===== config.mk =====
export PLATFORM = sky130hd
export DESIGN_NAME = mux_bus_reader
export DESIGN_NICKNAME = d
export VERILOG_FILES = /design/src/rtl/busseq_pkg.sv /design/src/rtl/busseq_clkgen.sv /design/src/rtl/busseq_sampler.sv /design/src/rtl/busseq_fsm.sv /design/src/rtl/busseq_addr.sv /design/src/rtl/mux_bus_reader.sv
export SDC_FILE = /design/constraint.sdc
export NUM_CORES = 1
export LEC_CHECK = 0
export ABC_AREA = 1
export BUFFER_PORTS_ARGS = -buffer_cell sky130_fd_sc_hd__buf_2
export CAP_MARGIN = 40
export CORE_ASPECT_RATIO = 1.2
export CORE_UTILIZATION = 49
export CTS_CLUSTER_DIAMETER = 200
export DETAILED_ROUTE_END_ITERATION = 10
export HOLD_SLACK_MARGIN = 0.08
export PLACE_DENSITY = 0.79
export SLEW_MARGIN = 20
export SYNTH_ARGS = -nofsm -noshare
export SYNTH_HDL_FRONTEND = slang
export SYNTH_SLANG_ARGS = --single-unit

===== constraint.sdc =====
create_clock -name clk -period 1.47 [get_ports clk]
set_input_delay 0.294 -clock clk [delete_from_list [all_inputs] [get_ports clk]]
set_output_delay 0.294 -clock clk [all_outputs]
set_load 0.005 [all_outputs]

===== src/rtl/busseq_pkg.sv =====
package busseq_pkg;
  typedef enum logic [2:0] {
    ST_IDLE = 3'd0,
    ST_PREP = 3'd1,
    ST_T1   = 3'd2,
    ST_T2   = 3'd3,
    ST_T3   = 3'd4,
    ST_T4   = 3'd5
  } phase_e;
endpackage


===== src/rtl/busseq_clkgen.sv =====
module busseq_clkgen #(
  parameter int HALF_PERIOD = 2
) (
  input  logic clk,
  input  logic rst,
  output logic bclk,
  output logic rise_en,
  output logic fall_en
);
  localparam int CW = (HALF_PERIOD > 1) ? $clog2(HALF_PERIOD) : 1;

  logic [CW-1:0] cnt;
  logic          wrap;

  assign wrap    = (cnt == CW'(HALF_PERIOD - 1));
  assign rise_en = wrap & ~bclk;
  assign fall_en = wrap & bclk;

  always_ff @(posedge clk) begin
    if (rst) begin
      cnt  <= '0;
      bclk <= 1'b0;
    end else if (wrap) begin
      cnt  <= '0;
      bclk <= ~bclk;
    end else begin
      cnt  <= cnt + 1'b1;
    end
  end

  AST_FALL_LOWERS: assert property (@(posedge clk) disable iff (rst)
    fall_en |=> !bclk);
  AST_RISE_RAISES: assert property (@(posedge clk) disable iff (rst)
    rise_en |=> bclk);
endmodule


===== src/rtl/busseq_sampler.sv =====
module busseq_sampler #(
  parameter int DATA_W = 8
) (
  input  logic              clk,
  input  logic              rst,
  input  logic              rise_en,
  input  logic              window,
  input  logic              ready_in,
  input  logic [DATA_W-1:0] ad_in,
  output logic              rdy_seen,
  output logic [DATA_W-1:0] data_seen
);
  always_ff @(posedge clk) begin
    if (rst) begin
      rdy_seen  <= 1'b0;
      data_seen <= '0;
    end else if (!window) begin
      rdy_seen  <= 1'b0;
    end else if (rise_en) begin
      rdy_seen  <= ready_in;
      data_seen <= ad_in;
    end
  end

  AST_NO_STALE_READY: assert property (@(posedge clk) disable iff (rst)
    !window |=> !rdy_seen);
  AST_SAMPLE_ON_RISE: assert property (@(posedge clk) disable iff (rst)
    (window && !rise_en) |=> $stable(data_seen));
endmodule


===== src/rtl/busseq_fsm.sv =====
module busseq_fsm
  import busseq_pkg::*;
#(
  parameter int STAT_W = 3
) (
  input  logic              clk,
  input  logic              rst,
  input  logic              fall_en,
  input  logic              accept,
  input  logic [STAT_W-1:0] req_code,
  input  logic              rdy_seen,
  output phase_e            state,
  output logic              idle,
  output logic              finish,
  output logic [STAT_W-1:0] stat_n,
  output logic              ad_oe,
  output logic              done
);
  localparam logic [STAT_W-1:0] PASSIVE = '1;

  logic [STAT_W-1:0] code_q;

  assign idle   = (state == ST_IDLE);
  assign finish = (state == ST_T3) & fall_en & rdy_seen;

  always_ff @(posedge clk) begin
    if (rst) begin
      state  <= ST_IDLE;
      stat_n <= PASSIVE;
      ad_oe  <= 1'b1;
      code_q <= PASSIVE;
      done   <= 1'b0;
    end else begin
      done <= 1'b0;
      case (state)
        ST_IDLE: if (accept) begin
          state  <= ST_PREP;
          code_q <= req_code;
        end
        ST_PREP: if (fall_en) begin
          state  <= ST_T1;
          stat_n <= code_q;
        end
        ST_T1: if (fall_en) begin
          state <= ST_T2;
          ad_oe <= 1'b0;
        end
        ST_T2: if (fall_en) state <= ST_T3;
        ST_T3: if (finish) begin
          state  <= ST_T4;
          stat_n <= PASSIVE;
        end
        ST_T4: if (fall_en) begin
          state <= ST_IDLE;
          ad_oe <= 1'b1;
          done  <= 1'b1;
        end
        default: state <= ST_IDLE;
      endcase
    end
  end

  AST_PASSIVE_OUTSIDE: assert property (@(posedge clk) disable iff (rst)
    (state == ST_IDLE || state == ST_PREP) |-> stat_n == PASSIVE);
  AST_STAT_ON_FALL: assert property (@(posedge clk) disable iff (rst)
    !fall_en |=> $stable(stat_n));
  AST_AD_RELEASED: assert property (@(posedge clk) disable iff (rst)
    (state == ST_T2 || state == ST_T3 || state == ST_T4) |-> !ad_oe);
  AST_WAIT_HOLDS: assert property (@(posedge clk) disable iff (rst)
    (state == ST_T3 && fall_en && !rdy_seen) |=> (state == ST_T3 && stat_n != PASSIVE));
  AST_DONE_PULSE: assert property (@(posedge clk) disable iff (rst)
    done |=> !done);
  AST_DONE_DRIVES: assert property (@(posedge clk) disable iff (rst)
    done |-> ad_oe);
endmodule


===== src/rtl/busseq_addr.sv =====
module busseq_addr #(
  parameter int ADDR_W = 20,
  parameter int MID_W  = 8,
  parameter int DATA_W = 8
) (
  input  logic                      clk,
  input  logic                      rst,
  input  logic                      load,
  input  logic [ADDR_W-1:0]         addr,
  input  logic                      capture,
  input  logic [DATA_W-1:0]         data_seen,
  output logic [ADDR_W-MID_W-DATA_W-1:0] a_hi,
  output logic [MID_W-1:0]          a_mid,
  output logic [DATA_W-1:0]         ad_out,
  output logic [DATA_W-1:0]         rdata
);
  localparam int LO_TOP  = DATA_W - 1;
  localparam int MID_BOT = DATA_W;
  localparam int MID_TOP = DATA_W + MID_W - 1;
  localparam int HI_BOT  = DATA_W + MID_W;

  always_ff @(posedge clk) begin
    if (rst) begin
      a_hi   <= '0;
      a_mid  <= '0;
      ad_out <= '0;
    end else if (load) begin
      a_hi   <= addr[ADDR_W-1:HI_BOT];
      a_mid  <= addr[MID_TOP:MID_BOT];
      ad_out <= addr[LO_TOP:0];
    end
  end

  always_ff @(posedge clk) begin
    if (rst)          rdata <= '0;
    else if (capture) rdata <= data_seen;
  end

  AST_ADDR_HELD: assert property (@(posedge clk) disable iff (rst)
    !load |=> $stable({a_hi, a_mid, ad_out}));
  AST_RDATA_HELD: assert property (@(posedge clk) disable iff (rst)
    !capture |=> $stable(rdata));
endmodule


===== src/rtl/mux_bus_reader.sv =====
module mux_bus_reader
  import busseq_pkg::*;
#(
  parameter int ADDR_W      = 20,
  parameter int MID_W       = 8,
  parameter int DATA_W      = 8,
  parameter int STAT_W      = 3,
  parameter int HALF_PERIOD = 2
) (
  input  logic                          clk,
  input  logic                          rst,
  input  logic                          req_valid,
  output logic                          req_ready,
  input  logic [STAT_W-1:0]             req_status,
  input  logic [ADDR_W-1:0]             req_addr,
  output logic                          rsp_valid,
  output logic [DATA_W-1:0]             rsp_data,
  output logic                          bus_clk,
  input  logic                          bus_ready,
  input  logic [DATA_W-1:0]             bus_ad_in,
  output logic [STAT_W-1:0]             bus_stat_n,
  output logic [ADDR_W-MID_W-DATA_W-1:0] bus_a_hi,
  output logic [MID_W-1:0]              bus_a_mid,
  output logic [DATA_W-1:0]             bus_ad_out,
  output logic                          bus_ad_oe
);
  logic              rise_en, fall_en;
  logic              accept, idle, finish, rdy_seen;
  logic [DATA_W-1:0] data_seen;
  phase_e            state;

  assign req_ready = idle;
  assign accept    = req_valid & idle;

  busseq_clkgen #(.HALF_PERIOD(HALF_PERIOD)) u_clk (
    .clk(clk), .rst(rst), .bclk(bus_clk), .rise_en(rise_en), .fall_en(fall_en)
  );

  busseq_sampler #(.DATA_W(DATA_W)) u_smp (
    .clk(clk), .rst(rst), .rise_en(rise_en), .window(state == ST_T3),
    .ready_in(bus_ready), .ad_in(bus_ad_in),
    .rdy_seen(rdy_seen), .data_seen(data_seen)
  );

  busseq_fsm #(.STAT_W(STAT_W)) u_fsm (
    .clk(clk), .rst(rst), .fall_en(fall_en), .accept(accept),
    .req_code(req_status), .rdy_seen(rdy_seen), .state(state), .idle(idle),
    .finish(finish), .stat_n(bus_stat_n), .ad_oe(bus_ad_oe), .done(rsp_valid)
  );

  busseq_addr #(.ADDR_W(ADDR_W), .MID_W(MID_W), .DATA_W(DATA_W)) u_addr (
    .clk(clk), .rst(rst), .load(accept), .addr(req_addr),
    .capture(finish), .data_seen(data_seen),
    .a_hi(bus_a_hi), .a_mid(bus_a_mid), .ad_out(bus_ad_out), .rdata(rsp_data)
  );

  AST_BUSY_REFUSES: assert property (@(posedge clk) disable iff (rst)
    (state != ST_IDLE) |-> !req_ready);
  AST_START_ON_FALL: assert property (@(posedge clk) disable iff (rst)
    ($past(bus_stat_n) == '1 && bus_stat_n != '1) |-> !bus_clk);
endmodule


# == Word level (Yosys, flattened, before mapping) ==
# Index checks and enable logic that the tools add are counted.
# totals
reg_bits,50
elab_cells,58
output_inout_bits,35
# classes
n_reduce_logical,11
eq_ne,11
add_sub_neg,1
bitwise,8
n_mux,14
# op_table
operator,count
$mux W3,8
$pmux W3 S6,1
$ne A2 B1 Y1 const B,4
$eq A3 B2 Y1 const B,2
$eq A3 B3 Y1 const B,2
$pmux W3 S2,1
$reduce_and A3 Y1,2
$reduce_and A6 Y1,1
$reduce_or A2 Y1,3
$and A1 B1 Y1,5
$ne A2 B2 Y1 const B,2
$reduce_and A2 Y1,2
$reduce_bool A2 Y1,2
$eq A3 B1 Y1 const B,1
$logic_not A3 Y1,1
$mux W1,3
$not A1 Y1,3
$pmux W1 S2,1
$add A1 B1 Y1 const B,1

# == Logic depth before layout (Yosys ltp) ==
# Gate-level depths: netlist (run 1).
# logic_depth
word_depth,5
ltp_mapped,9

# == Hierarchy ==
# A second synthesis (run 1) with hierarchy kept.
# unflattened
hier_cells,324
area_unflattened_um2,2177.1
# modules_own_cells
module,area_each_um2,seq_area_each_um2,cells_per_inst,instances
busseq_addr,1172.4,560.5,177,1
busseq_fsm,530.5,220.2,74,1
busseq_sampler,376.6,180.2,57,1
busseq_clkgen,76.3,40.0,11,1
mux_bus_reader,21.3,0.0,5,1

# == Least setup slack after synthesis (run 1) ==
# Ideal clock, no wire load.
# synth_timing
kind,flip-flop to flip-flop
from,register u_clk.bclk
to,register u_fsm.stat_n[0]
setup_slack_ps,253
arrival_ps,1091
stages_incl_launch_ff,8
period_less_slack_ps,1217
cell_sequence,dfxtp_1 nand3_1 nor2_8 inv_4 nand2_4 nand2_2 nand2_1 nand3_1
# synth_between
elab_chain_cells,5
elab_cells_between_ends,6
classes_between,eq/ne: 2; bitwise: 3; reduce/logical: 1
# synth_rtl
element,line_no,source
"start, declared",busseq_clkgen.sv:6,"output logic bclk,"
"start signal, assigned",busseq_clkgen.sv:25,bclk <= ~bclk;
$and A1 B1 Y1 (*),busseq_clkgen.sv:17,assign fall_en = wrap & bclk;
$and A1 B1 Y1 (2 in series),busseq_fsm.sv:24,assign finish = (state == ST_T3) & fall_en & rdy_seen;
$ne A2 B2 Y1 (no line),-,
$reduce_and A3 Y1 (no line) (*),-,
"end signal, assigned",busseq_fsm.sv:42,stat_n <= code_q;
"end, declared",busseq_fsm.sv:15,"output logic [STAT_W-1:0] stat_n,"
# Mark *: on every way between the ends. The rest lies on a longest branch, timed or not.
# A chain may end at the register's enable or synchronous reset.

# == Worst setup path in the final report (run 1) ==
# layout_timing
from,register u_fsm.state[0]
to,output req_ready
# layout_between
elab_chain_cells,1
# layout_rtl
element,line_no,source
"start, declared",busseq_fsm.sv:12,"output phase_e state,"
"start signal, assigned",busseq_fsm.sv:28,state <= ST_IDLE;
"start signal, assigned",busseq_fsm.sv:37,state <= ST_PREP;
"start signal, assigned",busseq_fsm.sv:41,state <= ST_T1;
$logic_not A3 Y1,busseq_fsm.sv:23,assign idle = (state == ST_IDLE);
"end, declared",mux_bus_reader.sv:13,"output logic req_ready,"
# Every way passes these cells.

==> results of run 1 <==
[cells in the mapped netlist]
cell type / instances
buf_6: 2
dfxtp_1: 50
buf_8: 2
inv_6: 1
buf_2: 1
nand3_1: 9
nor2_4: 1
nand4_2: 1
nand3_2: 1
a21oi_2: 5
nand3b_1: 1
inv_4: 1
nand2_1: 58
clkinv_1: 1
a21oi_1: 16
nor2_8: 1
o31ai_1: 1
nand2_4: 3
inv_1: 8
nor4_1: 1
buf_1: 2
nor2_1: 46
nor3_1: 1
o211ai_1: 1
nor3b_1: 1
o211ai_2: 2
clkbuf_1: 1
inv_2: 4
o21ai_0: 18
nand2_2: 9
[cell type report]
cell class	instances	area, µm²	share of cell area, %
clock inverter	3	43.79	1.755
clock buffer	5	68.82	2.758
inverter	15	63.81	2.558
sequential	50	1003	40.22
multi-input combinational	176	864.6	34.65
timing repair buffer	74	382.9	15.35
tap	54	67.56	2.708
[power by group through the flow]
stage | sequential, mW | clock, mW | combinational [mW]
3_3_place_gp | 1.76 | 0 | 1.39
4_1_cts | 1.74 | 0.991 | 1.42
5_1_grt | 1.78 | 1.03 | 1.65
6_report | 1.75 | 0.970 | 1.43
3_5_place_dp | 1.77 | 0 | 1.42
2_1_floorplan | 1.76 | 0 | 1.12
[critical path, stage by stage (launching register included)]
cell and delay (ns):
dfxtp_2 0.37, nor2_4 0.19, nand2_2 0.07, inv_2 0.07, buf_2 0.11
[registers in the layout (all words and copies together), names as in the netlist, 3 cells and up]
signal	cells
u_addr.rdata	8
u_smp.data_seen	8
u_fsm.state	3
u_addr.ad_out	8
u_addr.a_hi	4
u_fsm.code_q	3
u_addr.a_mid	8
u_fsm.stat_n	3
[metal layers]
metal | vias to the layer above | wire length (µm) | part of all wire (%)
met3 | 2 | 262 | 6.6
li1 | 940 | - | -
met4 | 0 | 27 | 0.68
met1 | 768 | 1826 | 46
met5 | - | 0 | 0
met2 | 57 | 1851 | 47
[metrics by stage]
step	worst slack, ns	area, µm²	power, mW	utilization (%)
after CTS	0.01421	2480	4.148	63.42
after global placement	0.1541	2367	3.154	60.54
after floorplan	0.2531	1993	2.883	-
final	0.05986	2495	4.150	63.81
after global routing	-0.008161	2495	4.459	63.81
after detailed placement	0.1285	2367	3.182	60.54
[logic make-up (layout without fill, tap and decap cells)]
| logic type | count (synthesis) | in the layout | share of synthesized area, % |
|---|---|---|---|
| AND/OR/NAND/NOR | 133 | 133 | 30.38 |
| flip-flops | 50 | 50 | 50.22 |
| AO/OA/AOI/OAI | 43 | 43 | 12.74 |
| buffers and inverters | 23 | 97 | 6.654 |
[timing repair]
item	CTS	global route
gates resized for setup	0	3
setup endpoints to repair	0	2
setup buffers	0	1
hold endpoints to repair	0	0
[final timing paths]
path	startpoint	endpoint	slack, ns	cells past startpoint
hold reg to reg	u_addr.ad_out[4]	u_addr.ad_out[4]	0.46	2
setup reg to reg	u_fsm.state[0]	u_fsm.stat_n[1]	0.17	8
setup / recovery	u_fsm.state[0]	req_ready	0.06	4
hold / removal	rst	u_clk.cnt	0.19	2
==> impl_metrics.env, run 1 <==
export IMPL_drive_gt1_share_pct=35.29
export IMPL_switchingPower_mw=1.485
export IMPL_hpwlAfterDp_um=2919
export IMPL_root_buffer="clkbuf_8"
export IMPL_h_tree_depth=2
export IMPL_drt_iter0_markers=46
export IMPL_wl_um=3967
export IMPL_cts_tree="built"
export IMPL_cp_end_kind="primary output"
export IMPL_holdCritPathClass="primary input to flop"
export IMPL_vias=1767
export IMPL_period_share_pct=95.93
export IMPL_synth_area_top_cells="dfxtp_1 50%, nand2_1 11%, nor2_1 8.7%, o21ai_0 4.5%, a21oi_1 4.0%"
export IMPL_hold_viol=0
export IMPL_clock_latency_ns=0.30
export IMPL_finalNetCount=357
export IMPL_power_density_mw_per_mm2=1664
export IMPL_antenna_found_initial=0
export IMPL_layout_cells_most_common="buf_2"
export IMPL_p_sw_share_pct=35.79
export IMPL_clk_pin_slew_worst_paths_ns=0.10
export IMPL_synth_distinct_cells=30
export IMPL_status="finished, final reports clean"
export IMPL_critPathRequiredTime_ns=1.18
export IMPL_pin_count=70
export IMPL_core_area_mm2=0.003910
export IMPL_cts_buffers=5
export IMPL_gp_congestion=0.8548
export IMPL_fillers=348
export IMPL_track_usage_pct=19.34
export IMPL_met3_usage_pct=6.318
export IMPL_fmax_mhz=709.2
export IMPL_hold_ws_ns=0.1881
export IMPL_ys_ff_latch=50
export IMPL_setup_viol=0
export IMPL_ys_warn_count=0
export IMPL_leakagePower_nw=1.229
export IMPL_grt_pass1_vias=1613
export IMPL_synthesis_nets=284
export IMPL_worstPathMaxFanout=6
export IMPL_use_met2_pct=31.75
export IMPL_peakVddDrop_uv=979.3
export IMPL_viasPerCell=4.687
export IMPL_route_detailed_drc=0
export IMPL_start_util_pct=50.98
export IMPL_top_usage_layer="met2"
export IMPL_die_h_um=71.87
export IMPL_grt_overflow_total=0
export IMPL_grt_first_pass_wirelength_um=6548
export IMPL_ys_seq_area_share_pct=50.22
export IMPL_arrival_ns=1.12
export IMPL_pwr_share_seq_pct=42.1
export IMPL_syn_area_per_cell_um2=8.005
export IMPL_synth_top_area_share_pct=50.22
export IMPL_yosysTopAreaCell="dfxtp_1"
export IMPL_grt_max_degree=28
export IMPL_die_width_um=60.22
export IMPL_portBuffers=69
export IMPL_slew_headroom_pct=83.08
export IMPL_antenna_left=0
export IMPL_rows=25
export IMPL_drtPass1Iterations=4
export IMPL_start_kind="flop"
export IMPL_finClkSkew_ns=0.01011
export IMPL_area_growth_pct=25.17
export IMPL_path_class="flop to primary output"
export IMPL_p_int_mw=2.665
export IMPL_clkPwrFrac_pct=23.4
export IMPL_num_antenna_cells=0
export IMPL_maxCapViolations=0
export IMPL_die_area_mm2=0.004328
export IMPL_syn_inst=249
export IMPL_syn_area_mm2=0.001993
export IMPL_p_comb_share_pct=34.6
export IMPL_fin_setup_tns_ns=0
export IMPL_final_max_slew_viol_count=0
export IMPL_worst_pin_slew_ns=0.2537
export IMPL_final_cell_mix="69 x buf_2, 58 x nand2_1, 48 x dfxtp_1, 46 x nor2_1, 18 x o21ai_0"
export IMPL_min_period_ns=1.410
export IMPL_clockBufferDepth=2
export IMPL_fin_cells=377
export IMPL_cts_num_sinks=50
export IMPL_cts_hold_buf=0
export IMPL_wl_per_cell_um=10.52
export IMPL_gr_usage_met1_pct=24.17
export IMPL_numPlacedInstances=368
Note: power is estimated with default switching activity, not from simulation.
==> inputs of run 2 (changes only) <==
- clock period: 1.47 -> 1.31 ns (I/O delays scaled with it)
==> impl_metrics.env, run 2 (synthesis gave the netlist of run 1 again) <==
export IMPL_start_kind="flop"
export IMPL_slew_headroom_pct=83.15
export IMPL_drtPass1Iterations=4
export IMPL_multi_input_area_um2=869.6
export IMPL_switchingPower_mw=1.721
export IMPL_grt_pass1_vias=1529
export IMPL_p_sw_share_pct=36.78
export IMPL_p_comb_share_pct=39.7
export IMPL_fillers=362
export IMPL_num_antenna_cells=0
export IMPL_die_width_um=60.22
export IMPL_path_depth=4
export IMPL_final_max_slew_viol_count=0
export IMPL_regToRegEndpoint="u_fsm.stat_n[0]"
export IMPL_finalPower_mw=4.680
export IMPL_fmax_mhz=745.1
export IMPL_area_growth_pct=27.68
export IMPL_grt_max_degree=28
export IMPL_min_period_ns=1.342
export IMPL_path_cells="nor2_4 -> nand2_2 -> inv_2 -> buf_6"
export IMPL_vias=1808
export IMPL_min_from="rst"
export IMPL_grt_first_pass_wirelength_um=6672
export IMPL_cts_hold_buf=0
export IMPL_route_detailed_drc=0
export IMPL_violations="setup timing"
export IMPL_arrival_ns=1.08
export IMPL_period_share_pct=102.5
export IMPL_r2r_start="u_fsm.state[0]"
export IMPL_cts_buffers=5
export IMPL_status="finished with violations"
export IMPL_endpoint="req_ready"
export IMPL_power_density_mw_per_mm2=1839
export IMPL_root_buffer="clkbuf_8"
export IMPL_antenna_left=0
export IMPL_holdCritPathClass="primary input to flop"
export IMPL_rsz0062_at_grt="yes"
export IMPL_drive_gt1_share_pct=37.92
export IMPL_wl_per_cell_um=11.15
export IMPL_die_area_mm2=0.004328
export IMPL_cp_end_kind="primary output"
export IMPL_post_place_ws_ns=-0.002088
export IMPL_die_h_um=71.87
export IMPL_viasPerCell=4.745
export IMPL_gp_congestion=0.8587
export IMPL_layout_cells_most_common="buf_2"
export IMPL_clkPwrFrac_pct=18.2
export IMPL_worst_pin_slew_ns=0.2528
export IMPL_max_stage_delay_ns=0.37
export IMPL_path_buf_inv=2
export IMPL_pin_count=70
export IMPL_p_int_mw=2.958
export IMPL_final_cell_mix="68 x buf_2, 57 x nand2_1, 45 x nor2_1, 45 x dfxtp_1, 18 x o21ai_0"
export IMPL_start_util_pct=50.98
export IMPL_path_class="flop to primary output"
export IMPL_finalNetCount=362
export IMPL_cts_tree="built"
export IMPL_regArea_mm2=0.001015
export IMPL_portBuffers=69
export IMPL_crit_start="u_fsm.state[1]"
export IMPL_clock_latency_ns=0.30
export IMPL_cts_num_sinks=50
export IMPL_stdcell_area_mm2=0.002545
export IMPL_drt_iter0_markers=77
export IMPL_r2r_cells=7
export IMPL_finClkSkew_ns=0.005916
export IMPL_rows=25
export IMPL_worstPathMaxFanout=4
export IMPL_critPathRequiredTime_ns=1.05
export IMPL_placed_area_mm2=0.002387
export IMPL_clockBufferDepth=2
export IMPL_hold_viol=0
export IMPL_grt_overflow_total=0
export IMPL_hpwlAfterDp_um=2939
export IMPL_antenna_found_initial=0
export IMPL_h_tree_depth=2
export IMPL_maxCapViolations=0
export IMPL_setup_ws_ns=-0.03214
export IMPL_peakVddDrop_uv=1038
export IMPL_setup_viol=1
export IMPL_cpLargestDelayFamily="flip-flops"
export IMPL_crit_path_top_delay_cell="dfxtp_4"
export IMPL_wl_um=4248
export IMPL_clk_pin_slew_worst_paths_ns=0.09
export IMPL_pwr_share_seq_pct=42.1
export IMPL_final_util_pct=65.09
export IMPL_core_area_mm2=0.003910
export IMPL_leakagePower_nw=1.250
export IMPL_track_usage_pct=20.16
export IMPL_rrSetupSlack_ns=0.07
-- run 2: cell types whose count changed in the layout (fill, tap and decap cells not counted), moves of 2 or more --
| cell | previous run | this run |
|---|---|---|
| buf_6 | 0 | 3 |
| dfxtp_1 | 48 | 45 |
| dfxtp_4 | 0 | 3 |
| buf_4 | 5 | 7 |
| inv_2 | 4 | 6 |
| inv_6 | 2 | 0 |
-- run 2: layout make-up --
type / count / share of cell area [%]
Sequential cell: 50 / 39.87
Multi-Input combinational cell: 176 / 34.17
Timing Repair Buffer: 79 / 17.55
Clock buffer: 6 / 2.852
Tap cell: 54 / 2.655
Inverter: 15 / 2.606
Clock inverter: 1 / 0.2950
-- run 2: through the flow --
stage            TNS, ns  hold slack [ns]  cells
4_1_cts         -0.01997           0.1600    378
3_5_place_dp   -0.002088           0.4502    369
2_1_floorplan          0           0.3311    249
6_report        -0.03214           0.1639    381
5_1_grt          -0.1128           0.1616    381
3_3_place_gp           0           0.4477    369
-- run 2: worst min-delay path by stage --
| stage | endpoint | cells after the start |
|---|---|---|
| 2_1_floorplan | u_addr.a_hi[3] | 1 |
| 3_3_place_gp | u_addr.ad_out[7] | 2 |
| 3_5_place_dp | u_addr.ad_out[0] | 2 |
| 4_1_cts | u_fsm.code_q[2] | 3 |
| 5_1_grt | u_fsm.code_q[1] | 3 |
| 6_report | u_clk.cnt | 2 |
-- run 2: power by group through the flow --
stage	Clock (mW)	Combinational, mW	Sequential (mW)
6_report	0.854	1.86	1.97
5_1_grt	0.936	2.08	2.00
4_1_cts	0.879	1.71	1.96
3_5_place_dp	0	1.63	1.98
3_3_place_gp	0	1.60	1.98
2_1_floorplan	0	1.26	1.98
-- run 2: repair_timing --
item / 4_1_cts / 5_1_grt
cloned: 0 / 0
endpoints found under the hold margin: 0 / 0
gates resized for setup: 5 / 12
setup endpoints to repair: 3 / 12
setup buffers: 2 / 3
pin swaps: 1 / 5
-- run 2: metal layers --
metal	vias to the layer above	GRT usage, %	wire [µm]
met5	-	0	0
met3	10	5.235	246
met2	55	32.60	2021
li1	947	-	-
met1	796	24.74	1876
met4	0	8.786	103
